File: config.mk
export PLATFORM = sky130hd
export DESIGN_NAME = pdma_port
export DESIGN_NICKNAME = d
export VERILOG_FILES = /design/src/rtl/pdma_pkg.sv /design/src/rtl/pdma_count_regs.sv /design/src/rtl/pdma_byte_buf.sv /design/src/rtl/pdma_ctrl.sv /design/src/rtl/pdma_port.sv
export SDC_FILE = /design/constraint.sdc
export NUM_CORES = 1
export LEC_CHECK = 0
export BUFFER_PORTS_ARGS = -buffer_cell sky130_fd_sc_hd__buf_4
export CORE_ASPECT_RATIO = 1.1
export CORE_MARGIN = 10
export CORE_UTILIZATION = 55
export DETAILED_ROUTE_END_ITERATION = 16
export PLACE_DENSITY_LB_ADDON = 0.1
export SYNTH_ARGS = -nofsm -noshare
export SYNTH_HDL_FRONTEND = slang
export SYNTH_SLANG_ARGS = --single-unit
File: constraint.sdc
create_clock -name clk -period 6.6 [get_ports clk]
set_input_delay 0.33 -clock clk [delete_from_list [all_inputs] [get_ports clk]]
set_output_delay 0.33 -clock clk [all_outputs]
set_load 0.1 [all_outputs]
File: src/rtl/pdma_pkg.sv
package pdma_pkg;

    localparam int CNT_W   = 24;
    localparam int CNT_NB  = CNT_W / 8;
    localparam int SEL_W   = 2;

    typedef enum logic [1:0] {
        ST_IDLE   = 2'd0,
        ST_XFER   = 2'd1,
        ST_FINISH = 2'd2
    } pdma_state_e;

    // One accepted access, as seen by the datapath
    typedef struct packed {
        logic       go;
        logic       write;
        logic       wide;
        logic [1:0] nbytes;
    } pdma_acc_t;

endpackage

File: src/rtl/pdma_count_regs.sv
module pdma_count_regs
    import pdma_pkg::*;
(
    input  logic             clk,
    input  logic             rst_n,
    input  logic             wr_en,
    input  logic [SEL_W-1:0] wr_sel,
    input  logic [7:0]       wr_data,
    input  logic             load,
    input  logic             dec_en,
    input  logic [1:0]       dec_amt,
    output logic [CNT_W-1:0] count,
    output logic             tc_flag
);

    logic [CNT_W-1:0] staged;
    logic             sel_valid;

    assign sel_valid = wr_en && (32'(wr_sel) < CNT_NB);

    // One staging byte per counter byte
    for (genvar g = 0; g < CNT_NB; g++) begin : g_stage
        logic [7:0] byte_q;
        always_ff @(posedge clk) begin
            if (!rst_n)
                byte_q <= '0;
            else if (wr_en && (32'(wr_sel) == g))
                byte_q <= wr_data;
        end
        assign staged[g*8 +: 8] = byte_q;
    end

    // Live counter: a load wins over a decrement
    always_ff @(posedge clk) begin
        if (!rst_n)
            count <= '0;
        else if (load)
            count <= staged;
        else if (dec_en)
            count <= count - CNT_W'(dec_amt);
    end

    // Zero-reached flag: a staging write clears it, and that wins
    always_ff @(posedge clk) begin
        if (!rst_n)
            tc_flag <= 1'b0;
        else if (sel_valid)
            tc_flag <= 1'b0;
        else if (!load && dec_en && (count == CNT_W'(dec_amt)))
            tc_flag <= 1'b1;
    end

endmodule

File: src/rtl/pdma_byte_buf.sv
module pdma_byte_buf #(
    parameter int AW = 5
) (
    input  logic          clk,
    input  logic          pw_en,
    input  logic          pw_two,
    input  logic [AW-1:0] pw_addr,
    input  logic [7:0]    pw_first,
    input  logic [7:0]    pw_second,
    input  logic          bk_we,
    input  logic [AW-1:0] bk_addr,
    input  logic [7:0]    bk_wdata,
    input  logic [AW-1:0] rd_addr,
    output logic [7:0]    rd_first,
    output logic [7:0]    rd_second,
    output logic [7:0]    bk_rdata
);

    localparam int DEPTH = 1 << AW;

    logic [7:0]    mem [DEPTH];
    logic [AW-1:0] pw_addr_nx;
    logic [AW-1:0] rd_addr_nx;

    // AW-bit sums wrap at the top of the buffer
    assign pw_addr_nx = pw_addr + AW'(1);
    assign rd_addr_nx = rd_addr + AW'(1);

    // The port side is applied last, so it wins a same-address clash
    always_ff @(posedge clk) begin
        if (bk_we)
            mem[bk_addr] <= bk_wdata;
        if (pw_en) begin
            mem[pw_addr] <= pw_first;
            if (pw_two)
                mem[pw_addr_nx] <= pw_second;
        end
    end

    assign rd_first  = mem[rd_addr];
    assign rd_second = mem[rd_addr_nx];
    assign bk_rdata  = mem[bk_addr];

endmodule

File: src/rtl/pdma_ctrl.sv
module pdma_ctrl
    import pdma_pkg::*;
#(
    parameter int AW    = 5,
    parameter int LEN_W = 17
) (
    input  logic             clk,
    input  logic             rst_n,
    input  logic             setup_en,
    input  logic [AW-1:0]    setup_ptr,
    input  logic [LEN_W-1:0] setup_len,
    input  logic [CNT_W-1:0] count,
    input  logic             port_valid,
    input  logic             port_write,
    input  logic             port_wide,
    output pdma_acc_t        acc,
    output logic [AW-1:0]    ptr,
    output logic [LEN_W-1:0] rem,
    output logic             drq,
    output logic             done
);

    localparam logic [CNT_W:0] ZERO_AS = (CNT_W+1)'(32'h0001_0000);

    pdma_state_e      state, state_nx;
    logic [CNT_W:0]   eff_cnt;
    logic [CNT_W:0]   len_ext;
    logic [LEN_W-1:0] rem_load;
    logic [1:0]       nb;
    logic             go;
    logic             drain;

    // Length loaded at setup: the request clipped to the effective count
    always_comb begin
        eff_cnt  = (count == '0) ? ZERO_AS : {1'b0, count};
        len_ext  = (CNT_W+1)'(setup_len);
        rem_load = (len_ext > eff_cnt) ? LEN_W'(eff_cnt) : setup_len;
    end

    // Access acceptance and byte count
    always_comb begin
        nb = port_wide ? 2'd2 : 2'd1;
        if (rem == LEN_W'(1))
            nb = 2'd1;
        if (port_write && (count == CNT_W'(1)))
            nb = 2'd1;
        go = port_valid && !setup_en && (state == ST_XFER)
             && (!port_write || (count != '0));
        drain = go && (rem == LEN_W'(nb));
    end

    assign acc = '{go: go, write: port_write, wide: port_wide, nbytes: nb};

    // Next-state logic
    always_comb begin
        state_nx = state;
        unique case (state)
            ST_IDLE: begin
                if (setup_en && (rem_load != '0))
                    state_nx = ST_XFER;             // ARM
            end
            ST_XFER: begin
                if (setup_en)
                    state_nx = (rem_load != '0) ? ST_XFER : ST_IDLE; // RELOAD / ABORT
                else if (drain)
                    state_nx = ST_FINISH;           // DRAIN
            end
            ST_FINISH: begin
                if (setup_en && (rem_load != '0))
                    state_nx = ST_XFER;             // ARM
                else
                    state_nx = ST_IDLE;             // RETIRE
            end
            default: state_nx = ST_IDLE;
        endcase
    end

    // State register
    always_ff @(posedge clk) begin
        if (!rst_n)
            state <= ST_IDLE;
        else
            state <= state_nx;
    end

    // Pointer and remaining length
    always_ff @(posedge clk) begin
        if (!rst_n) begin
            ptr <= '0;
            rem <= '0;
        end else if (setup_en) begin
            ptr <= setup_ptr;
            rem <= rem_load;
        end else if (go) begin
            ptr <= ptr + AW'(nb);
            rem <= rem - LEN_W'(nb);
        end
    end

    // Outputs decoded from the state
    always_comb begin
        drq  = 1'b0;
        done = 1'b0;
        unique case (state)
            ST_IDLE:   ;
            ST_XFER:   drq  = 1'b1;
            ST_FINISH: done = 1'b1;
            default:   ;
        endcase
    end

endmodule

File: src/rtl/pdma_port.sv
module pdma_port
    import pdma_pkg::*;
#(
    parameter int AW    = 5,
    parameter int LEN_W = 17
) (
    input  logic             clk,
    input  logic             rst_n,
    input  logic             cnt_wr_en,
    input  logic [1:0]       cnt_wr_sel,
    input  logic [7:0]       cnt_wr_data,
    input  logic             cmd_dma_load,
    input  logic             setup_en,
    input  logic [AW-1:0]    setup_ptr,
    input  logic [LEN_W-1:0] setup_len,
    input  logic             port_valid,
    input  logic             port_write,
    input  logic             port_wide,
    input  logic [15:0]      port_wdata,
    output logic [15:0]      port_rdata,
    output logic             drq,
    output logic             done,
    output logic [LEN_W-1:0] rem_len,
    output logic [AW-1:0]    cur_ptr,
    output logic [23:0]      xfer_count,
    output logic             tc_flag,
    input  logic             bk_we,
    input  logic [AW-1:0]    bk_addr,
    input  logic [7:0]       bk_wdata,
    output logic [7:0]       bk_rdata
);

    pdma_acc_t  acc;
    logic [7:0] rd_first;
    logic [7:0] rd_second;
    logic [7:0] wr_first;
    logic       rd_strobe;

    pdma_count_regs u_cnt (
        .clk     (clk),
        .rst_n   (rst_n),
        .wr_en   (cnt_wr_en),
        .wr_sel  (cnt_wr_sel),
        .wr_data (cnt_wr_data),
        .load    (cmd_dma_load),
        .dec_en  (acc.go && acc.write),
        .dec_amt (acc.nbytes),
        .count   (xfer_count),
        .tc_flag (tc_flag)
    );

    pdma_ctrl #(.AW(AW), .LEN_W(LEN_W)) u_ctrl (
        .clk        (clk),
        .rst_n      (rst_n),
        .setup_en   (setup_en),
        .setup_ptr  (setup_ptr),
        .setup_len  (setup_len),
        .count      (xfer_count),
        .port_valid (port_valid),
        .port_write (port_write),
        .port_wide  (port_wide),
        .acc        (acc),
        .ptr        (cur_ptr),
        .rem        (rem_len),
        .drq        (drq),
        .done       (done)
    );

    // A wide write sends the high half first
    assign wr_first = port_wide ? port_wdata[15:8] : port_wdata[7:0];

    pdma_byte_buf #(.AW(AW)) u_buf (
        .clk       (clk),
        .pw_en     (acc.go && acc.write),
        .pw_two    (acc.nbytes == 2'd2),
        .pw_addr   (cur_ptr),
        .pw_first  (wr_first),
        .pw_second (port_wdata[7:0]),
        .bk_we     (bk_we),
        .bk_addr   (bk_addr),
        .bk_wdata  (bk_wdata),
        .rd_addr   (cur_ptr),
        .rd_first  (rd_first),
        .rd_second (rd_second),
        .bk_rdata  (bk_rdata)
    );

    assign rd_strobe = port_valid && !port_write;

    // Registered read data; a refused read returns zero
    always_ff @(posedge clk) begin
        if (!rst_n)
            port_rdata <= '0;
        else if (rd_strobe) begin
            if (!acc.go)
                port_rdata <= '0;
            else if (!acc.wide)
                port_rdata <= {8'h00, rd_first};
            else if (acc.nbytes == 2'd2)
                port_rdata <= {rd_first, rd_second};
            else
                port_rdata <= {rd_first, 8'h00};
        end
    end

endmodule

Word-level counts from Yosys, hierarchy flattened
Memories as Yosys holds them, arrays and structs flattened. A register that Yosys moved wholly into a read port is not among the register bits.
Index checks and enable logic that the tools add are counted.

word-level totals
  flip-flop bits (word level) = 89
  RAM bits = 256
  input bits = 70
  output and inout port bits = 73
  memories = 1

cells by class
  $add $sub $neg = 4
  $lt $le $gt $ge = 2
  eq/ne operators = 11
  mux-type cells = 32
  bitwise gates (word level) = 1
  reduce and logical (&&, ||, !) cells = 27

memories
  memory     depth  width  rd ports  clocked after Yosys merged registers in  wr ports  line                 text
  u_buf.mem  32     8      3         1                                        3         pdma_byte_buf.sv:21  logic [7:0] mem [DEPTH];

operator list
  operator                                               count
  two-way mux 24 bit                                     3
  two-way mux 17 bit                                     3
  two-way mux 16 bit                                     2
  > comparator 17 x 25 -> 1 bit                          1
  equality test 24 x 1 -> 1 bit (second input constant)  1
  equality test 24 x 2 -> 1 bit                          1
  zero test 24 bit                                       1
  nonzero test 24 bit                                    1
  subtractor 24 x 2 -> 24 bit                            1
  two-way mux 5 bit                                      4
  equality test 17 x 1 -> 1 bit (second input constant)  1
  equality test 17 x 2 -> 1 bit                          1
  nonzero test 17 bit                                    1
  subtractor 17 x 2 -> 17 bit                            1
  two-way mux 8 bit                                      2
  logical AND 1 bit                                      14
  two-way mux 2 bit                                      6
  two-way mux 1 bit                                      11
  equality test 2 bit (second input constant)            3
  case mux 2 bit (3 select lines)                        1
  adder 5 x 1 -> 5 bit (second input constant)           1
  adder 5 x 2 -> 5 bit                                   1
  equality test 2 x 1 -> 1 bit (second input constant)   2
  zero test 2 bit                                        2
  other kinds (9)                                        12

Logic depth before layout (Yosys ltp)
Gate-level depths: netlist of run 1.

  word-level depth = 8
  depth in mapped cells = 16
  gate-level depth less buffers = 12

Hierarchy
From an unflattened synthesis of run 1, not the netlist that was laid out.

second synthesis, totals
  cell total of the unflattened synthesis = 2292
  area total of the unflattened synthesis = 26183.9 µm²

modules (own cells, without submodules)
  module           times used  cells each  area each (µm²)
  pdma_byte_buf    1           1648        20697.4
  pdma_count_regs  1           275         2458.6
  pdma_ctrl        1           285         2172.1
  pdma_port        1           84          855.8

Worst setup path after synthesis of run 1
Ideal clock, no wire load.

  path type = register -> register
  from = reg u_ctrl.ptr[0]
  to = reg port_rdata[0]
  library setup time = 127 ps
  data arrival time = 5055 ps
  required time = 6473 ps
  path slack = 1418 ps
  cell stages (with the launch flop) = 15
  buffers on the path = 7
  path through = dfxtp_1 -> clkbuf_1 -> clkbuf_1 -> buf_1 -> clkbuf_1 -> inv_1 -> ha_1 -> buf_2 -> buf_1 -> clkbuf_1 -> mux4_2 -> mux2i_1 -> a21oi_1 -> a21oi_1 -> o21ai_0

between the ends
  word-level cells in the longest chain between the ends = 5

ends and longest elaborated chain
  item                      line                 text
  from (decl)               pdma_ctrl.sv:17      output logic [AW-1:0] ptr,
  from (signal assigned)    pdma_ctrl.sv:92      ptr <= setup_ptr;
  from (signal assigned)    pdma_ctrl.sv:95      ptr <= ptr + AW'(nb);
  adder 5 x 1 -> 5 bit      pdma_byte_buf.sv:27  assign rd_addr_nx = rd_addr + AW'(1);
  memory read (32 x 8 bit)  -
  two-way mux 8 bit         pdma_port.sv:99      else if (acc.nbytes == 2'd2)
  two-way mux 16 bit        pdma_port.sv:97      else if (!acc.wide)
  two-way mux 16 bit        pdma_port.sv:95      if (!acc.go)
  to (signal assigned)      pdma_port.sv:98      port_rdata <= {8'h00, rd_first};
  to (signal assigned)      pdma_port.sv:100     port_rdata <= {rd_first, rd_second};
  to (signal assigned)      pdma_port.sv:102     port_rdata <= {rd_first, 8'h00};
  to (decl)                 pdma_port.sv:20      output logic [15:0] port_rdata,

Every way passes these cells.
A chain may end at the register's enable or synchronous reset.

Worst setup path in the final report of run 1
  from = reg u_cnt.count[12]
  to = reg u_cnt.count[23]

between the ends
  word-level cells in the longest chain between the ends = 6

ends and longest elaborated chain
  item                           line                   text
  from (decl)                    pdma_count_regs.sv:12  output logic [CNT_W-1:0] count,
  from (signal assigned)         pdma_count_regs.sv:38  count <= staged;
  from (signal assigned)         pdma_count_regs.sv:40  count <= count - CNT_W'(dec_amt);
  equality test 24 x 1 -> 1 bit  pdma_ctrl.sv:45        if (port_write && (count == CNT_W'(1)))
  logical AND 1 bit              pdma_ctrl.sv:45
  two-way mux 2 bit              pdma_ctrl.sv:45
  subtractor 24 x 2 -> 24 bit    pdma_count_regs.sv:40
  two-way mux 24 bit             pdma_count_regs.sv:39  else if (dec_en)
  two-way mux 24 bit             pdma_count_regs.sv:37  else if (load)

Parallel ways exist; a longest one is shown, timed or not. The select of a mux whose other input is x is not followed.

==> qor.csv, run 1 <==
metric;value;unit
status;complete, no violations;
routed vias;21903;
HP Start;cnt_wr_data[2];
Initial Util;55.6;%
pre-CTS WS;1.61;ns
Final #Nets;2300;
DRT iter0 DRCs;3288;
P&R area growth vs syn;10.3;%
RR Endpoint;u_cnt.count[23];
Syn Area/Cell;12.1;um2
hpwl dp;69500;um
Synth Instances;2185;
Tmin final;5.08;ns
Worst-Margin Slew;1.24;ns
Seq/Total Area, Yosys;36.1;%
vias in the first global route;21297;
Cell variety after synth;77;
Total GRT Usage;35.1;%
Synth Register Bits;350;
Layout fillers;3881;
Max Cap Viol;0;
CP dominant cell by count;or4_1;
Worst IR Drop VDD;0.217;mV
min-delay worst type;input port to flip-flop;
Chip Width;229;um
CORE AREA;47700;um2
CTS max path bufs;3;
Reg-to-Reg Start;u_cnt.count[12];
io pins;143;
startpoint types;flip-flop;
# setup viols final;0;
Mapped Area;26500;um2
Reg clk slew, reported paths;0.06;ns
asr flop ratio synth;0;%
die area;57400;um2
Main synth FF type;edfxtp_1;
initial antenna violation count;4;
ant diodes;0;
WL final;104000;um
ratio of cells with drive above 1 in the final layout;41.8;%
WS Path Type;flip-flop to flip-flop;
final worst slack;1.52;ns
Setup Skew;0.0247;ns
global-route wire length before repair;150000;um
Slowest-stage cell, CP;or4_1;
Worst Path Arrival;5.54;ns
worst stage delay on the critical path;0.69;ns
Die Height;250;um
GPL Wtd Cong;1.00;
Post-Route Setup TNS;0;ns
synth warn;0;
Skew-Pair Late Insertion Delay;0.59;ns
Crit. End Element;flip-flop;
Post-Syn Nets;2287;
vias per inst;7.62;
postcts setup bufs;0;
number of routed nets with antenna violations;0;
Final Max Slew Viols;0;
Worst Hold End;u_cnt.g_stage[2].byte_q[2];
final-report hold violation count;0;
unrepaired setup endpoints after global routing;no;
row cnt;84;
CP max FO;25;
DRC;0;
leakage power;10.1;nW
fin crit share;77.0;%
largest net degree at the start of global routing;70;
Slew Limit Headroom;16.5;%
r2r setup slk;1.52;ns
CTS root buf;clkbuf_16;
TritonCTS buffer count;41;
routed len/inst;36.2;um
worst path required time;7.06;ns
PwrDens;212;nW/um2
H-tree depth;2;
CTS Sinks;350;
total grt overflow;0;
Post-synth EDFFs;256;
Worst Hold Path Cells;3;
CP Cell Sequence;or4_1, or3_1, or4_1, nand3_1, buf_4, ha_1, nor2b_1, or4_1, nor4_1, a21boi_0, o311a_1;
CTS tree;yes;
placed inst area;27900;um2
Design Area, Final;29300;um2
Max Clk Rate;197;MHz
FF-to-FF path depth;11;
number of port buffers;142;
DRT Pass-1 Iters;14;
## cells by family (layout without fill, tap and decap cells)
kind of cell	Yosys count	count (layout)	synth area share (%)
simple gates	474	474	10.5
xor+xnor	24	24	0.792
buf+inv	270	316	4.23
fa+ha+maj	32	32	1.59
compound gates	296	296	7.72
mux	739	739	39.1
flops	350	350	36.1
## routing by layer
layer | up-vias | part of all wire [%] | track usage (%)
met3 | 405 | 14 | 11.0
met5 | - | 0.023 | 0
li1 | 8780 | - | -
met4 | 4 | 7.9 | 23.9
met2 | 1909 | 43 | 52.1
met1 | 10805 | 35 | 43.2
## synthesized netlist by cell type (8+ instances only)
cell type	instances	area [um2]
mux2_4	16	240
or2_2	8	50.1
xnor2_1	21	184
nand4_1	69	432
nand3_1	29	145
a211oi_1	17	128
o211ai_1	15	113
nand2_1	80	300
mux4_2	190	4280
nor3b_1	9	67.6
nand4_2	16	200
a22o_1	8	70.1
nor2_1	85	319
a21oi_1	33	165
nand3_2	9	90.1
a22oi_1	52	390
mux2i_1	117	1170
inv_1	40	150
buf_2	12	60.1
ha_1	29	363
o31ai_1	12	90.1
a221o_1	8	80.1
mux2_2	416	4680
a211o_1	11	96.3
or3_1	17	106
o21ai_0	67	335
nor2b_1	12	75.1
and3_1	8	50.1
o22ai_1	17	106
dfxtp_1	94	1880
buf_6	11	124
and2_1	10	62.6
buf_1	40	150
nor4_1	20	125
nor3_1	50	250
clkbuf_1	159	597
or4_1	10	75.1
edfxtp_1	256	7690
## placed cells by master, fill, tap and decap left out, types with 15 or more instances in the layout
cell type	count
mux2_2	416
nand4_2	16
o211ai_1	15
clkbuf_16	45
buf_4	190
xnor2_1	21
or3_1	17
nand4_1	69
dfxtp_1	91
o22ai_1	17
edfxtp_1	256
mux4_2	190
a21oi_1	33
nand2_1	80
a211oi_1	17
inv_1	38
mux2i_1	117
nor4_1	19
mux2_4	16
nor2_1	85
o21ai_0	67
nand3_1	29
ha_1	28
a22oi_1	52
nor3_1	47
## critical path: cells and delay by family, from the launching register on
kind	cells	cell delay [ns]
AO/OA/AOI/OAI	2	0.54
adder cells (fa/ha/maj)	1	0.32
buffers and inverters	1	0.34
flip-flops	1	0.38
AND/OR/NAND/NOR	7	3.35
## power breakdown
| group | switching [W] | internal [W] | total [W] | leakage (nW) |
|---|---|---|---|---|
| combinational | 0.000925 | 0.000485 | 0.00141 | 6.31 |
| clock | 0.000982 | 0.00134 | 0.00232 | 0.661 |
| sequential | 0.0000675 | 0.00240 | 0.00247 | 3.08 |
| total | 0.00197 | 0.00422 | 0.00620 | 10.1 |
## stage by stage
step | cells | utilization (%) | total power, W | hold WS, ns
3_5_place_dp | 2795 | 58.4 | 0.00387 | 0.479
4_1_cts | 2876 | 61.3 | 0.00615 | 0.00359
6_report | 2876 | 61.3 | 0.00620 | 0.0183
2_1_floorplan | 2185 | - | 0.00341 | 0.427
3_3_place_gp | 2795 | 58.4 | 0.00386 | 0.473
5_1_grt | 2876 | 61.3 | 0.00631 | 0.0271
## layout make-up
class,instances,area [um2],area share [%]
multi-input cells,1565,15900,54.3
flip-flops and latches,350,9580,32.8
repair buffers,195,1480,5.05
clock buffers,60,1230,4.21
well taps,645,807,2.76
inverters,45,169,0.577
clock inverters,16,109,0.372
## repair_timing
item / in CTS / in global routing
hold endpoints to repair: 6 / 0
resized for setup: 0 / 0
setup endpoints to repair: 0 / 0
hold buffers: 5 / 0
## how the worst max path moves through the flow
stage | from | endpoint | slack (ns) | cells past startpoint
after global placement | u_cnt.count[12] | u_cnt.count[23] | 1.65 | 11
after global routing | u_cnt.count[12] | u_cnt.count[23] | 1.36 | 11
after detailed placement | u_cnt.count[12] | u_cnt.count[23] | 1.61 | 11
after floorplan | u_ctrl.ptr[0] | port_rdata[0] | 1.42 | 14
after CTS | u_cnt.count[12] | u_cnt.count[23] | 1.57 | 11
final | u_cnt.count[12] | u_cnt.count[23] | 1.52 | 11
## registers in the layout, summed over array words and instances (netlist names), named ones only
signal and count:
u_cnt.tc_flag 1, u_buf.mem 256, port_rdata 16, u_ctrl.ptr 5
u_ctrl.state 2, u_cnt.g_stage.byte_q 24, u_cnt.count 24, u_ctrl.rem 17
(Power assumes the default switching activity.)
==> inputs of run 2 (changes only) <==
Clock period 6.6 ns to 4.56 ns, I/O delays scaled along.
==> run 2 against run 1 <==
Largest power group unchanged. Routed wire length up 3.3%. Setup slack worse by 1.3 ns. Global-route usage up 1.3 points. First-iteration DRC count up 2.6%. Clock power up 51%. Worst hold slack about the same. Via count up 0.16%. Sequential power up 45%. Clock skew down 0.0059 ns.
==> qor.csv, run 2 (synthesis gave the netlist of run 1 again) <==
metric;value;unit
status;complete, no violations;
commonest non-fill, non-tap cells in the layout;mux2_2, edfxtp_1, buf_4;
Die Height;250;um
unrepaired setup endpoints after global routing;no;
DRC;0;
leakage power;10.4;nW
H-tree depth;2;
routed vias;21937;
DRT iter0 DRCs;3373;
met1 Use GR;44.0;%
die area;57400;um2
PostCTS Resize Cnt;0;
row cnt;84;
Tmin final;4.35;ns
Worst Path Arrival;4.80;ns
largest net degree at the start of global routing;60;
PwrDens;307;nW/um2
vias per inst;7.47;
CP Cell Sequence;or4_4, or4b_4, or4_1, nand3_1, ha_1, fa_1, or4b_2, nor2_2, nand2_1, o31a_1, o31ai_1, a31oi_1;
most common library cell in the layout ignoring fill and taps;mux2_2;
hpwl dp;73800;um
# setup viols final;0;
postcts setup bufs;0;
combinational share of power;23.0;%
Final #Nets;2360;
Final Max Slew Viols;0;
Reg clk slew, reported paths;0.06;ns
Worst Hold Path Cells;3;
CTS Hold Bufs;18;
worst stage delay on the critical path;0.67;ns
Initial Util;55.6;%
Worst IR Drop VDD;0.262;mV
max FFs per register;256;
busiest grt layer;met2;
Max Cap Viol;0;
initial antenna violation count;4;
Slowest-stage cell, CP;or4b_2;
FF-to-FF path depth;12;
WS Path Type;flip-flop to flip-flop;
met3 Use GR;9.33;%
CTS root buf;clkbuf_16;
ant diodes;0;
WP buf/inv;0;
final-report hold violation count;0;
total grt overflow;0;
Post-Route Setup TNS;0;ns
GPL Wtd Cong;1.03;
r2r setup slk;0.21;ns
Largest Register;u_buf.mem;
vias in the first global route;21475;
Reg-to-Reg Start;u_cnt.count[18];
CTS max path bufs;3;
startpoint types;flip-flop;
number of routed nets with antenna violations;0;
Worst Hold End;u_ctrl.ptr[3];
internal power;0.00627;W
P&R area growth vs syn;12.7;%
met2 Resource Use GR;57.3;%
worst setup path start;u_cnt.count[18];
CTS Sinks;350;
number of port buffers;142;
Skew-Pair Late Insertion Delay;0.59;ns
io pins;143;
CP max FO;6;
CORE AREA;47700;um2
Total GRT Usage;36.4;%
min-delay worst type;input port to flip-flop;
WL final;108000;um
Chip Width;229;um
worst path required time;5.01;ns
Top delay family on crit path;simple AND/OR/NAND/NOR gates;
sequential share of power;38.8;%
Max Clk Rate;230;MHz
Sw Pwr;0.00291;W
fin crit share;95.4;%
DRT Pass-1 Iters;5;
routed len/inst;36.7;um
clock share of power;38.1;%
TritonCTS buffer count;41;
Largest regs;u_buf.mem: 256 flops, u_cnt.count: 24 flops, u_cnt.g_stage.byte_q: 24 flops;
CTS tree;yes;
post-layout util;62.7;%
Slew Limit Headroom;21.5;%
RR Endpoint;u_ctrl.rem[16];
global-route wire length before repair;154000;um
Setup Skew;0.0188;ns
HP Start;setup_ptr[3];
Net Sw Frac;31.7;%
ratio of cells with drive above 1 in the final layout;43.5;%
Worst-Margin Slew;1.17;ns
Crit. End Element;flip-flop;
run 2: worst register-to-register path, stage by stage (launching register included):
cell and delay (ns):
dfxtp_4 0.36, or4_4 0.55, or4b_4 0.57, or4_1 0.56
nand3_1 0.17, ha_1 0.22, fa_1 0.28, or4b_2 0.67
nor2_2 0.18, nand2_1 0.10, o31a_1 0.25, o31ai_1 0.24
a31oi_1 0.06
run 2: worst max-delay path by stage:
stage	to	slack [ns]	cells past startpoint
final	u_ctrl.rem[16]	0.21	12
after global placement	u_ctrl.rem[8]	0.28	11
after floorplan	u_ctrl.rem[8]	0.006	14
after detailed placement	u_ctrl.rem[8]	0.25	11
after CTS	u_ctrl.rem[10]	0.23	11
after global routing	u_ctrl.rem[10]	0.04	11
run 2: metal layers:
| metal | vias up | wire length [um] |
|---|---|---|
| met5 | - | 54 |
| met4 | 8 | 7770 |
| met3 | 352 | 12300 |
| met2 | 1698 | 49200 |
| met1 | 10984 | 38300 |
| li1 | 8895 | - |
run 2: stage by stage:
stage               total power, W  instance area (um2)  hold slack (ns)  setup WS, ns  instances
floorplan                  0.00495                26600            0.325       0.00627       2185
global placement           0.00565                28300            0.434         0.276       2842
detailed placement         0.00567                28300            0.445         0.248       2842
CTS                        0.00913                29900          0.00182         0.227       2935
global route               0.00936                29900           0.0329        0.0387       2935
finish                     0.00918                29900           0.0181         0.209       2935
run 2: area by class of cell:
class	instances	area [um2]
clock buffers	53	1140
clock inverters	22	253
fillers	3856	17800
inverters	45	169
multi-input cells	1565	15900
flip-flops and latches	350	9600
well taps	645	807
repair buffers	255	2030
run 2: power groups by stage:
| stage | clock (W) | sequential [W] | combinational, W |
|---|---|---|---|
| after floorplan | 0 | 0.00379 | 0.00116 |
| after global placement | 0 | 0.00363 | 0.00202 |
| after detailed placement | 0 | 0.00363 | 0.00204 |
| after CTS | 0.00350 | 0.00356 | 0.00206 |
| after global routing | 0.00362 | 0.00357 | 0.00217 |
| final | 0.00350 | 0.00357 | 0.00211 |
